`config.mk`:
```
export PLATFORM = sky130hd
export DESIGN_NAME = i2cm_cmd_seq
export DESIGN_NICKNAME = d
export VERILOG_FILES = /design/src/rtl/i2cm_seq_pkg.sv /design/src/rtl/i2cm_cond_decide.sv /design/src/rtl/i2cm_seq_fsm.sv /design/src/rtl/i2cm_op_drive.sv /design/src/rtl/i2cm_rx_tag.sv /design/src/rtl/i2cm_cmd_seq.sv
export SDC_FILE = /design/constraint.sdc
export NUM_CORES = 1
export LEC_CHECK = 0
export BUFFER_PORTS_ARGS = -buffer_cell sky130_fd_sc_hd__buf_2
export CAP_MARGIN = 30
export CORE_AREA = 2 2 65 67
export DETAILED_ROUTE_END_ITERATION = 12
export DIE_AREA = 0 0 67 69
export GPL_ROUTABILITY_DRIVEN = 0
export PLACE_DENSITY = 0.65
export SLEW_MARGIN = 0
export SYNTH_ARGS = -nofsm -noshare
export SYNTH_HDL_FRONTEND = slang
export SYNTH_SLANG_ARGS = --single-unit
```
`constraint.sdc`:
```
create_clock -name clk -period 1.6 [get_ports clk]
set_input_delay 0.24 -clock clk [delete_from_list [all_inputs] [get_ports clk]]
set_output_delay 0.24 -clock clk [all_outputs]
set_load 0.05 [all_outputs]
```
`src/rtl/i2cm_seq_pkg.sv`:
```
package i2cm_seq_pkg;

    parameter int unsigned DATA_W = 8;
    parameter int unsigned ADDR_W = 7;
    localparam int unsigned CMD_W  = DATA_W + 3;
    localparam int unsigned OP_W   = 3;

    // Command word, most significant field first.
    typedef struct packed {
        logic              restart;
        logic              stop;
        logic              rd;
        logic [DATA_W-1:0] data;
    } cmd_t;

    typedef enum logic [OP_W-1:0] {
        OP_NONE   = 3'd0,
        OP_START  = 3'd1,
        OP_RSTART = 3'd2,
        OP_STOP   = 3'd3,
        OP_WRITE  = 3'd4,
        OP_READ   = 3'd5
    } bus_op_e;

    typedef enum logic [2:0] {
        ST_IDLE,
        ST_HOLD,
        ST_STOP_PRE,
        ST_START,
        ST_RSTART,
        ST_ADDR,
        ST_DATA,
        ST_STOP_POST
    } seq_state_e;

    // First step for a freshly fetched command.
    function automatic seq_state_e entry_step(
        input logic restart,
        input logic rd,
        input logic open,
        input logic prev_rd,
        input logic rs_en
    );
        if (!open) return ST_START;
        if (restart || (rd != prev_rd)) return rs_en ? ST_RSTART : ST_STOP_PRE;
        return ST_DATA;
    endfunction

    function automatic logic is_bus_step(input seq_state_e s);
        return !(s == ST_IDLE || s == ST_HOLD);
    endfunction

endpackage

```
`src/rtl/i2cm_cond_decide.sv`:
```
module i2cm_cond_decide
    import i2cm_seq_pkg::*;
(
    input  logic       restart_i,
    input  logic       rd_i,
    input  logic       open_i,
    input  logic       prev_rd_i,
    input  logic       rs_en_i,
    output seq_state_e entry_o
);
    always_comb begin
        entry_o = entry_step(restart_i, rd_i, open_i, prev_rd_i, rs_en_i);
    end
endmodule

```
`src/rtl/i2cm_seq_fsm.sv`:
```
module i2cm_seq_fsm
    import i2cm_seq_pkg::*;
(
    input  logic       clk,
    input  logic       rst,
    input  logic       cmd_valid_i,
    input  cmd_t       cmd_i,
    input  logic       eng_done_i,
    input  seq_state_e entry_i,
    output logic       pop_o,
    output logic       open_o,
    output logic       prev_rd_o,
    output seq_state_e state_o,
    output cmd_t       cur_o
);
    seq_state_e st_q, st_d;
    cmd_t       cur_q;
    logic       byte_done, tail_stop_done, may_fetch;

    assign byte_done      = (st_q == ST_DATA) && eng_done_i;
    assign tail_stop_done = (st_q == ST_STOP_POST) && eng_done_i;
    assign may_fetch      = (st_q == ST_IDLE) || (st_q == ST_HOLD)
                          || (byte_done && !cur_q.stop) || tail_stop_done;

    assign pop_o     = cmd_valid_i && may_fetch;
    // A transfer is open while a byte has just run or the bus is stalled.
    assign open_o    = (st_q == ST_HOLD) || (st_q == ST_DATA);
    assign prev_rd_o = cur_q.rd;
    assign state_o   = st_q;
    assign cur_o     = cur_q;

    always_comb begin
        st_d = st_q;
        unique case (st_q)
            ST_IDLE, ST_HOLD: if (cmd_valid_i) st_d = entry_i;
            ST_STOP_PRE:      if (eng_done_i) st_d = ST_START;
            ST_START,
            ST_RSTART:        if (eng_done_i) st_d = ST_ADDR;
            ST_ADDR:          if (eng_done_i) st_d = ST_DATA;
            ST_DATA: begin
                if (eng_done_i) begin
                    if (cur_q.stop)       st_d = ST_STOP_POST;
                    else if (cmd_valid_i) st_d = entry_i;
                    else                  st_d = ST_HOLD;
                end
            end
            ST_STOP_POST: if (eng_done_i) st_d = cmd_valid_i ? entry_i : ST_IDLE;
            default:      st_d = ST_IDLE;
        endcase
    end

    always_ff @(posedge clk) begin
        if (rst) begin
            st_q  <= ST_IDLE;
            cur_q <= '0;
        end else begin
            st_q <= st_d;
            if (pop_o) cur_q <= cmd_i;
        end
    end

    // a fetched command always starts bus activity next cycle
    assert_pop_starts_R10: assert property (@(posedge clk) disable iff (rst)
        pop_o |=> is_bus_step(st_q));

    // a stop-after byte is followed by the trailing STOP step
    assert_stop_after_R6: assert property (@(posedge clk) disable iff (rst)
        (st_q == ST_DATA && eng_done_i && cur_q.stop) |=> (st_q == ST_STOP_POST));

    // an open transfer with an empty queue stalls
    assert_stall_entry_R7: assert property (@(posedge clk) disable iff (rst)
        (st_q == ST_DATA && eng_done_i && !cur_q.stop && !cmd_valid_i) |=> (st_q == ST_HOLD));
endmodule

```
`src/rtl/i2cm_op_drive.sv`:
```
module i2cm_op_drive
    import i2cm_seq_pkg::*;
(
    input  seq_state_e        state_i,
    input  cmd_t              cur_i,
    input  logic [ADDR_W-1:0] tgt_addr_i,
    output logic              req_o,
    output bus_op_e           op_o,
    output logic [DATA_W-1:0] byte_o,
    output logic              ack_o
);
    always_comb begin
        req_o  = is_bus_step(state_i);
        op_o   = OP_NONE;
        byte_o = '0;
        ack_o  = 1'b0;
        unique case (state_i)
            ST_STOP_PRE,
            ST_STOP_POST: op_o = OP_STOP;
            ST_START:     op_o = OP_START;
            ST_RSTART:    op_o = OP_RSTART;
            ST_ADDR: begin
                op_o   = OP_WRITE;
                byte_o = DATA_W'({tgt_addr_i, cur_i.rd});
            end
            ST_DATA: begin
                if (cur_i.rd) begin
                    op_o  = OP_READ;
                    ack_o = !cur_i.stop;
                end else begin
                    op_o   = OP_WRITE;
                    byte_o = cur_i.data;
                end
            end
            default: op_o = OP_NONE;
        endcase
    end
endmodule

```
`src/rtl/i2cm_rx_tag.sv`:
```
module i2cm_rx_tag
    import i2cm_seq_pkg::*;
(
    input  logic              clk,
    input  logic              rst,
    input  seq_state_e        state_i,
    input  logic              cur_rd_i,
    input  logic              eng_done_i,
    input  logic [DATA_W-1:0] eng_rdata_i,
    output logic              rx_valid_o,
    output logic [DATA_W-1:0] rx_data_o,
    output logic              rx_first_o
);
    logic first_pend_q;

    always_ff @(posedge clk) begin
        if (rst) begin
            first_pend_q <= 1'b0;
            rx_valid_o   <= 1'b0;
            rx_data_o    <= '0;
            rx_first_o   <= 1'b0;
        end else begin
            rx_valid_o <= 1'b0;
            if (state_i == ST_ADDR && eng_done_i) first_pend_q <= 1'b1;
            if (state_i == ST_DATA && eng_done_i && cur_rd_i) begin
                rx_valid_o   <= 1'b1;
                rx_data_o    <= eng_rdata_i;
                rx_first_o   <= first_pend_q;
                first_pend_q <= 1'b0;
            end
        end
    end
endmodule

```
`src/rtl/i2cm_cmd_seq.sv`:
```
module i2cm_cmd_seq
    import i2cm_seq_pkg::*;
(
    input  logic              clk,
    input  logic              rst,
    input  logic              restart_en_i,
    input  logic [ADDR_W-1:0] tgt_addr_i,
    input  logic              cmd_valid_i,
    input  logic [CMD_W-1:0]  cmd_word_i,
    output logic              cmd_pop_o,
    output logic              eng_req_o,
    output logic [OP_W-1:0]   eng_op_o,
    output logic [DATA_W-1:0] eng_byte_o,
    output logic              eng_ack_o,
    input  logic              eng_done_i,
    input  logic [DATA_W-1:0] eng_rdata_i,
    output logic              scl_hold_o,
    output logic              rx_valid_o,
    output logic [DATA_W-1:0] rx_data_o,
    output logic              rx_first_o
);
    cmd_t       cmd_in, cur;
    seq_state_e entry, state;
    logic       open, prev_rd;
    bus_op_e    op;

    assign cmd_in = cmd_t'(cmd_word_i);

    i2cm_cond_decide u_decide (
        .restart_i (cmd_in.restart),
        .rd_i      (cmd_in.rd),
        .open_i    (open),
        .prev_rd_i (prev_rd),
        .rs_en_i   (restart_en_i),
        .entry_o   (entry)
    );

    i2cm_seq_fsm u_fsm (
        .clk         (clk),
        .rst         (rst),
        .cmd_valid_i (cmd_valid_i),
        .cmd_i       (cmd_in),
        .eng_done_i  (eng_done_i),
        .entry_i     (entry),
        .pop_o       (cmd_pop_o),
        .open_o      (open),
        .prev_rd_o   (prev_rd),
        .state_o     (state),
        .cur_o       (cur)
    );

    i2cm_op_drive u_drive (
        .state_i    (state),
        .cur_i      (cur),
        .tgt_addr_i (tgt_addr_i),
        .req_o      (eng_req_o),
        .op_o       (op),
        .byte_o     (eng_byte_o),
        .ack_o      (eng_ack_o)
    );

    i2cm_rx_tag u_rx (
        .clk         (clk),
        .rst         (rst),
        .state_i     (state),
        .cur_rd_i    (cur.rd),
        .eng_done_i  (eng_done_i),
        .eng_rdata_i (eng_rdata_i),
        .rx_valid_o  (rx_valid_o),
        .rx_data_o   (rx_data_o),
        .rx_first_o  (rx_first_o)
    );

    assign eng_op_o   = op;
    assign scl_hold_o = (state == ST_HOLD);

    // no bus request while the clock is held
    assert_hold_quiet_R7: assert property (@(posedge clk) disable iff (rst)
        scl_hold_o |-> !eng_req_o);

    // read requests never carry command data
    assert_read_blank_R8: assert property (@(posedge clk) disable iff (rst)
        (eng_req_o && eng_op_o == OP_READ) |-> (eng_byte_o == '0));

    // an address write follows every START or repeated START
    assert_addr_follows_R2: assert property (@(posedge clk) disable iff (rst)
        (eng_req_o && eng_done_i && (eng_op_o == OP_START || eng_op_o == OP_RSTART))
        |=> (eng_req_o && eng_op_o == OP_WRITE));

    // receive strobe only after a completed read
    assert_rx_after_done_R9: assert property (@(posedge clk) disable iff (rst)
        rx_valid_o |-> $past(eng_done_i && eng_op_o == OP_READ));
endmodule

```
==> results.json, run 1 <==
{
  "worstPathRequired_ps": 1360,
  "grt_usage_pct": 15.3,
  "cp_slowest_cell": "dfxtp_2",
  "place_ws_ps": 94.8,
  "cts_buffer_depth": 2,
  "ant_nets": 0,
  "rows": 23,
  "antenna_found_initial": 0,
  "num_vias": 1277,
  "setup_viol": 9,
  "fmax_mhz": 607,
  "syn_inst": 154,
  "peakVddDrop_mv": 0.445,
  "yosys.area.top_type": "dfxtp_1",
  "min_period_over_period_pct": 103,
  "yosysSeqAreaShare_pct": 36.6,
  "worst_slack_ps": -46.9,
  "arrival_ps": 1410,
  "multi_input_area_sq_um": 838,
  "p_per_area_nw_per_um2": 879,
  "cts_hold_buf": 0,
  "final_cells": 270,
  "rsz0062_at_grt": "true",
  "relSlewSlack_pct": 82.3,
  "first_iter_violations": 65,
  "yosys-top-cells-area": "dfxtp_1 (37%), mux2i_1 (14%), nand2b_1 (11%), nor2_1 (8.0%), a22oi_1 (4.6%)",
  "hold_viol_final": 0,
  "ys_warn_count": 0,
  "synth_cell_types": 34,
  "crit_top_cell": "buf_6",
  "die_area_sq_um": 4620,
  "htree_levels": 1,
  "start_util_pct": 33.5,
  "critPathMaxStageDelay_ps": 340,
  "routedWlPerCell_um": 12.5,
  "wl_um": 3390,
  "dp_hpwl_um": 2400,
  "cts_buffers": 3,
  "critPathKind": "register to primary output",
  "ioPinCount": 56,
  "drc": 0,
  "async_reset_ff_share_pct": 0,
  "cts_root_buf": "clkbuf_8",
  "grt_pass1_vias": 1230,
  "drv_slew": 0,
  "worst_pin_slew_ps": 264,
  "min_path_type": "primary input to register",
  "io_buffer_count": 55,
  "syn_area_sq_um": 1310,
  "maxCapViolCount": 0,
  "run_status": "finished with violations",
  "insertion_delay_ps": 260,
  "synth_top_cell_area_share_pct": 36.6,
  "die_w_um": 67,
  "worstSetupEndpointType": "primary output",
  "vias_per_cell": 4.73,
  "synth-seq-cells": 24,
  "cts_tree": "yes",
  "seqCellArea_sq_um": 490,
  "synthFlopType": "dfxtp_1",
  "overflow": 0,
  "cp_max_fo": 8,
  "yosysMostFrequentCell": "nor2_1",
  "synth-edff-count": 0,
  "first_pass_iters": 4,
  "min_period_ps": 1650,
  "dp_cells": 263,
  "synth_commonest_cells": "nor2_1 (28), dfxtp_1 (24), nand2b_1 (23)",
  "syn_nets": 185,
  "clkSinkCount": 24,
  "whs_ps": 201,
  "coreArea_sq_um": 3910,
  "diodes": 0,
  "nFillCells": 410,
  "die_h_um": 69,
  "grt_max_degree": 27,
  "drive_gt1_share_pct": 47.7,
  "cp-start-kind": "register",
  "area_growth_pct": 51.5,
  "path_clk_slew_ps": 90,
  "violations": "setup timing",
  "skew_ps": 1.92,
  "syn_avg_cell_area_sq_um": 8.52,
  "final_net_count": 252,
  "p_leak_nw": 0.929,
  "grt_pass1_wl_um": 5700,
  "path_cells": "nand2b_1 > nor2_1 > buf_6 > a22oi_1 > nor2_2 > buf_6"
}
-- final timing paths --
check	startpoint	to	slack (ps)	depth (start not counted)
worst max-delay path	u_fsm.state_o[0]	eng_byte_o[3]	-50	6
worst min-delay path	eng_rdata_i[1]	u_rx.rx_data_o[1]	200	3
worst max register to register	u_fsm.state_o[1]	u_fsm.state_o[0]	210	6
worst min register to register	u_fsm.cur_o[7]	u_fsm.cur_o[7]	490	2
-- registers in the layout, indices dropped and copies added, names as in the netlist --
register           count
u_rx.rx_first_o        1
u_fsm.state_o          3
u_rx.rx_data_o         8
u_fsm.cur_o            9
u_rx.first_pend_q      1
u_fsm.prev_rd_o        1
u_rx.rx_valid_o        1
-- critical path: cells and delay by family (launching register included) --
family	cells	cell delay (ps)
AO/OA/AOI/OAI	1	80
buffers and inverters	2	330
AND/OR/NAND/NOR	3	380
flip-flops	1	340
-- logic make-up after synthesis --
logic type             count (synthesis)  synth area share, %
multiplexers                          19                 14.5
AO/OA/AOI/OAI                         30                 16.8
flip-flops                            24                 36.6
XOR/XNOR                               2                 1.33
buffers and inverters                 16                 6.20
AND/OR/NAND/NOR                       63                 24.6
-- per-stage QoR --
step / total power [W] / cell area [sq um] / TNS (ps) / util, %
finish: 0.00175 / 1990 / -310 / 50.8
global route: 0.00183 / 1990 / -737 / 50.8
CTS: 0.00174 / 1950 / -140 / 49.7
detailed placement: 0.00116 / 1740 / 0 / 44.5
global placement: 0.00115 / 1740 / 0 / 44.5
floorplan: 0.000999 / 1350 / -484 / -
-- final cells by class --
type / count / area share, %
sequential: 24 / 24.7
clock inverter: 1 / 1.51
multi-input combinational: 114 / 42.2
inverter: 4 / 0.755
clock buffer: 3 / 2.08
timing repair buffer: 74 / 25.7
tap: 50 / 3.15
-- routing by layer --
metal	wire [um]	up-vias	global-route usage [%]
li1	-	665	-
met5	0	-	0
met4	16	0	3.40
met2	1720	31	24.6
met3	131	2	1.96
met1	1520	579	21.6
-- repair_timing --
action,4_1_cts,5_1_grt
pin swaps,1,1
gates resized for setup,38,10
endpoints found under the setup margin,14,14
cloned,0,0
setup buffers,2,1
-- report_power, final --
group          switching [W]  internal, W  leakage [nW]  total, W
Clock               0.000192     0.000334        0.0357  0.000526
Combinational       0.000309     0.000247         0.696  0.000556
Sequential         0.0000344     0.000633         0.198  0.000667
Total               0.000535      0.00121         0.929   0.00175
-- layout by cell type (no fill, tap or decap), drive strengths merged, types with 2 or more instances in the layout --
cell,n
a21oi,3
nand3,2
clkbuf,3
a211oi,2
a221o,2
mux2i,19
nand2b,23
o21ai,4
dfxtp,24
and2,3
inv,4
o21a,3
nor2,28
buf,74
a22oi,8
nor2b,2
(Power assumes the default switching activity.)
==> inputs of run 2 (changes only) <==
BUFFER_PORTS_ARGS = -buffer_cell sky130_fd_sc_hd__clkbuf_2   (was -buffer_cell sky130_fd_sc_hd__buf_2)
==> run 2 against run 1 <==
- the flow still finishes with violations (setup timing)
- die area stayed put
- fmax is 0.11% lower
- total power shrank 8.7%
- critical path type unchanged
- highest routed layer unchanged
==> results.json, run 2 (synthesized netlist as in run 1, its figures left out) <==
{
  "r2r-start": "u_fsm.state_o[0]",
  "min_path_type": "primary input to register",
  "startpoint": "u_fsm.state_o[1]",
  "overflow": 0,
  "ioPinCount": 56,
  "relSlewSlack_pct": 81.2,
  "first_pass_iters": 4,
  "worst_slack_ps": -48.7,
  "peakVddDrop_mv": 0.396,
  "dr_wl_met3_um": 119,
  "final_util_pct": 51.7,
  "maxCapViolCount": 0,
  "rr_worst_depth": 6,
  "routedWlPerCell_um": 13.0,
  "insertion_delay_ps": 250,
  "hold_viol_final": 0,
  "whs_ps": 213,
  "cts_buffers": 3,
  "grt_pass1_wl_um": 5910,
  "met1_length_um": 1560,
  "die_h_um": 69,
  "drive_gt1_share_pct": 47.0,
  "min-delay-start": "eng_rdata_i[6]",
  "htree_levels": 1,
  "seqCellArea_sq_um": 489,
  "worstPathRequired_ps": 1360,
  "grt_max_degree": 31,
  "nFillCells": 387,
  "min_period_ps": 1650,
  "p_per_area_nw_per_um2": 789,
  "rsz0062_at_grt": "true",
  "start_util_pct": 33.5,
  "die_w_um": 67,
  "antenna_found_initial": 0,
  "fmax_mhz": 607,
  "vias_per_cell": 4.82,
  "multi_input_area_sq_um": 877,
  "violations": "setup timing",
  "area_growth_pct": 54.2,
  "rr_endpoint": "u_fsm.cur_o[6]",
  "coreArea_sq_um": 3910,
  "wl_met2_um": 1760,
  "final_cell_mix": "clkbuf_2 (42), nand2b_1 (21), dfxtp_1 (21)",
  "cts_tree": "yes",
  "design_area_sq_um": 2020,
  "regToRegSetupSlack_ps": 180,
  "dp_hpwl_um": 2440,
  "final_cells": 267,
  "die_area_sq_um": 4620,
  "run_status": "finished with violations",
  "p_leak_nw": 0.931,
  "critPathKind": "register to primary output",
  "drc": 0,
  "cts_buffer_depth": 2,
  "power.total_w": 0.00160,
  "cp-endpoint": "eng_op_o[1]",
  "ant_nets": 0,
  "worstSetupEndpointType": "primary output",
  "hold_depth": 3,
  "cts_root_buf": "clkbuf_8",
  "cp_max_fo": 4,
  "grt_pass1_vias": 1265,
  "num_vias": 1286,
  "rows": 23,
  "worst_pin_slew_ps": 284,
  "first_iter_violations": 33,
  "drv_slew": 0,
  "grt_usage_pct": 16.0,
  "skew_ps": 1.61,
  "clkSinkCount": 24,
  "final_net_count": 250,
  "routed.top_layer": "met4",
  "min_period_over_period_pct": 103,
  "place_area_sq_um": 1770,
  "path_clk_slew_ps": 80,
  "cp-start-kind": "register",
  "final_common_cell": "clkbuf_2",
  "wl_um": 3460,
  "arrival_ps": 1410,
  "io_buffer_count": 55,
  "setup_viol": 2,
  "diodes": 0,
  "largest_reg_flops": 9,
  "dp_cells": 262
}
-- run 2: cell count changes in the layout (fill, tap and decap cells not counted), moves of 8 or more --
cell      change
buf_8         +8
buf_2        -42
clkbuf_2     +42
buf_6        -11
-- run 2: how the worst min path moves through the flow --
stage | to | slack [ps]
after CTS | u_rx.rx_data_o[3] | 210
after global routing | u_fsm.cur_o[3] | 220
final | u_rx.rx_data_o[6] | 210
after detailed placement | u_fsm.cur_o[1] | 470
after global placement | u_fsm.cur_o[2] | 460
after floorplan | u_fsm.state_o[0] | 350
-- run 2: through the flow --
step,setup slack [ps],TNS (ps)
global route,-108,-603
CTS,-60.6,-124
detailed placement,75.1,0
global placement,116,0
floorplan,-82.4,-484
finish,-48.7,-69.2
-- run 2: layout make-up --
| type | count | area share, % |
|---|---|---|
| sequential | 24 | 24.2 |
| tap | 50 | 3.09 |
| clock buffer | 3 | 2.04 |
| timing repair buffer | 72 | 26.6 |
| multi-input combinational | 114 | 43.3 |
| inverter | 4 | 0.742 |
-- run 2: critical path: stages, from the launching register on --
cell and delay, ps:
dfxtp_4 380, nor2b_1 160, or3_4 380, o21ai_4 80, buf_12 150
-- run 2: what timing repair did --
action,CTS,global route
hold buffers,0,0
setup buffers,2,0
pin swaps,1,2
endpoints found under the setup margin,12,13
resized for setup,37,22
-- run 2: where the power goes --
part	internal (W)	switching, W	total (W)
registers	0.000632	0.0000342	0.000666
logic	0.000268	0.000321	0.000589
clock network	0.000168	0.000173	0.000341
total	0.00107	0.000529	0.00160
-- run 2: per-layer routing --
metal | GRT usage, % | vias to the layer above
li1 | - | 652
met3 | 2.45 | 2
met4 | 4.08 | 0
met1 | 22.3 | 609
met2 | 25.5 | 23
met5 | 0 | -
==> inputs of run 3 (changes only) <==
CELL_PAD_IN_SITES_DETAIL_PLACEMENT = 2   (was not set)
CELL_PAD_IN_SITES_GLOBAL_PLACEMENT = 2   (was not set)
CORE_AREA = 2 2 75 77   (was 2 2 65 67)
DIE_AREA = 0 0 77 79   (was 0 0 67 69)
PLACE_DENSITY = 0.81   (was 0.65)
SLEW_MARGIN = 20   (was 0)
==> run 3 against run 2 <==
- the flow still finishes with violations (setup timing)
- utilization decreased by 10 points
- flip-flop and latch count unchanged
- die area rose by 32%
- final cell count grew 10%
- global-route usage grew 0.90 points
- combinational power up 20%
- critical path depth increased by 1
- clock power grew 60%
- fmax shrank 5.0%
==> results.json, run 3 (synthesized netlist as in run 1, its figures left out) <==
{
  "insertion_delay_ps": 270,
  "p_per_area_nw_per_um2": 875,
  "antenna_found_initial": 0,
  "worst_pin_slew_ps": 286,
  "overflow": 0,
  "crit_family": "simple AND/OR/NAND/NOR gates",
  "cp_max_fo": 5,
  "power_switching_share_pct": 32.2,
  "crit_buf_inv": 2,
  "num_vias": 1414,
  "p_leak_nw": 0.994,
  "vias_per_cell": 4.79,
  "cts_tree": "yes",
  "largest_reg_flops": 9,
  "dp_hpwl_um": 3300,
  "violations": "setup timing",
  "place_area_sq_um": 1830,
  "tns_ps": -641,
  "first_pass_iters": 4,
  "intPower_w": 0.00131,
  "clkSinkCount": 24,
  "io_buffer_count": 55,
  "peakVddDrop_mv": 0.678,
  "grt_pass1_vias": 1606,
  "worstPathRequired_ps": 1360,
  "area_growth_pct": 68.1,
  "hold_depth": 3,
  "arrival_ps": 1500,
  "final_cell_mix": "clkbuf_2 (41), nand2b_1 (22), dfxtp_1 (20)",
  "grt_pass1_wl_um": 8200,
  "wl_um": 5200,
  "relSlewSlack_pct": 81.0,
  "cp-start-kind": "register",
  "drc": 0,
  "rr_worst_depth": 7,
  "rows": 27,
  "cp_slowest_cell": "dfxtp_4",
  "final_util_pct": 41.3,
  "die_h_um": 79,
  "crit_cells": 5,
  "critPathKind": "register to primary output",
  "routed.top_layer": "met4",
  "coreArea_sq_um": 5340,
  "place_ws_ps": -6.22,
  "grt_max_degree": 32,
  "comb_power_share_pct": 36.8,
  "die_w_um": 77,
  "drive_gt1_share_pct": 50.7,
  "setup_viol": 11,
  "final_net_count": 255,
  "hold_viol_final": 0,
  "min_period_over_period_pct": 108,
  "run_status": "finished with violations",
  "min_path_type": "primary input to register",
  "cts_buffer_depth": 2,
  "ioPinCount": 56,
  "first_iter_violations": 53,
  "fmax_mhz": 576,
  "htree_levels": 1,
  "worstSetupEndpointType": "primary output",
  "grt_usage_pct": 16.9,
  "cts_root_buf": "clkbuf_8",
  "worst_slack_ps": -135,
  "clkPwrFrac_pct": 28.2,
  "cts_buffers": 3,
  "critPathMaxStageDelay_ps": 370,
  "maxCapViolCount": 0,
  "seq_power_share_pct": 35.0,
  "wl_met2_um": 2800,
  "p_switching_w": 0.000621,
  "min_period_ps": 1740,
  "skew_ps": 2.54,
  "design_area_sq_um": 2210,
  "power.total_w": 0.00193,
  "diodes": 0,
  "met1_length_um": 2040,
  "path_cells": "nor2b_4 > buf_6 > or3_4 > o21ai_4 > buf_12",
  "rsz0062_at_grt": "true",
  "start_util_pct": 24.6,
  "dr_wl_met3_um": 277,
  "path_clk_slew_ps": 90,
  "routedWlPerCell_um": 17.6,
  "final_common_cell": "clkbuf_2",
  "drv_slew": 0,
  "ant_nets": 0,
  "die_area_sq_um": 6080
}
-- run 3: cell types whose count changed in the layout (fill, tap and decap cells not counted), sizes merged --
| cell | before | now |
|---|---|---|
| buf | 29 | 36 |
| clkbuf | 46 | 44 |
| bufinv | 0 | 1 |
-- run 3: worst min-delay path: stages --
cell	delay [ps]
clkbuf_2	70
mux2i_1	50
nor2_1	70
-- run 3: power by group through the flow --
stage	logic, W	clock network (W)	registers (W)
2_1_floorplan	0.000333	0	0.000666
3_3_place_gp	0.000529	0	0.000671
3_5_place_dp	0.000543	0	0.000675
4_1_cts	0.000652	0.000552	0.000669
5_1_grt	0.000756	0.000593	0.000681
6_report	0.000709	0.000544	0.000676
-- run 3: final cells by class --
cell class,instances,area [sq um]
clock buffer,3,41.3
clock inverter,1,30.0
fill,602,3130
inverter,4,15.0
multi-input combinational,114,897
sequential,24,493
tap,72,90.1
timing repair buffer,77,639
-- run 3: metrics by stage --
stage	cells	hold slack (ps)
finish	295	199
global route	295	204
CTS	294	198
floorplan	154	350
global placement	283	464
detailed placement	283	476
-- run 3: repair_timing --
| item | 4_1_cts | 5_1_grt |
|---|---|---|
| endpoints found under the hold margin | 0 | 0 |
| pin swaps | 6 | 6 |
| resized for setup | 38 | 28 |
| hold buffers | 0 | 0 |
| buffers inserted | 7 | 1 |
| setup endpoints to repair | 14 | 14 |
-- run 3: final timing paths --
| check | from | endpoint | slack, ps |
|---|---|---|---|
| worst max-delay path | u_fsm.state_o[0] | eng_op_o[1] | -140 |
| worst min-delay path | eng_rdata_i[5] | u_rx.rx_data_o[5] | 200 |
| worst min register to register | u_fsm.cur_o[3] | u_fsm.cur_o[3] | 500 |
| worst max register to register | u_fsm.state_o[1] | u_fsm.cur_o[7] | 90 |
-- run 3: routing by layer --
metal,track usage (%),vias up
met4,4.82,0
met1,19.9,689
met5,0,-
li1,-,665
met3,3.86,8
met2,30.9,52
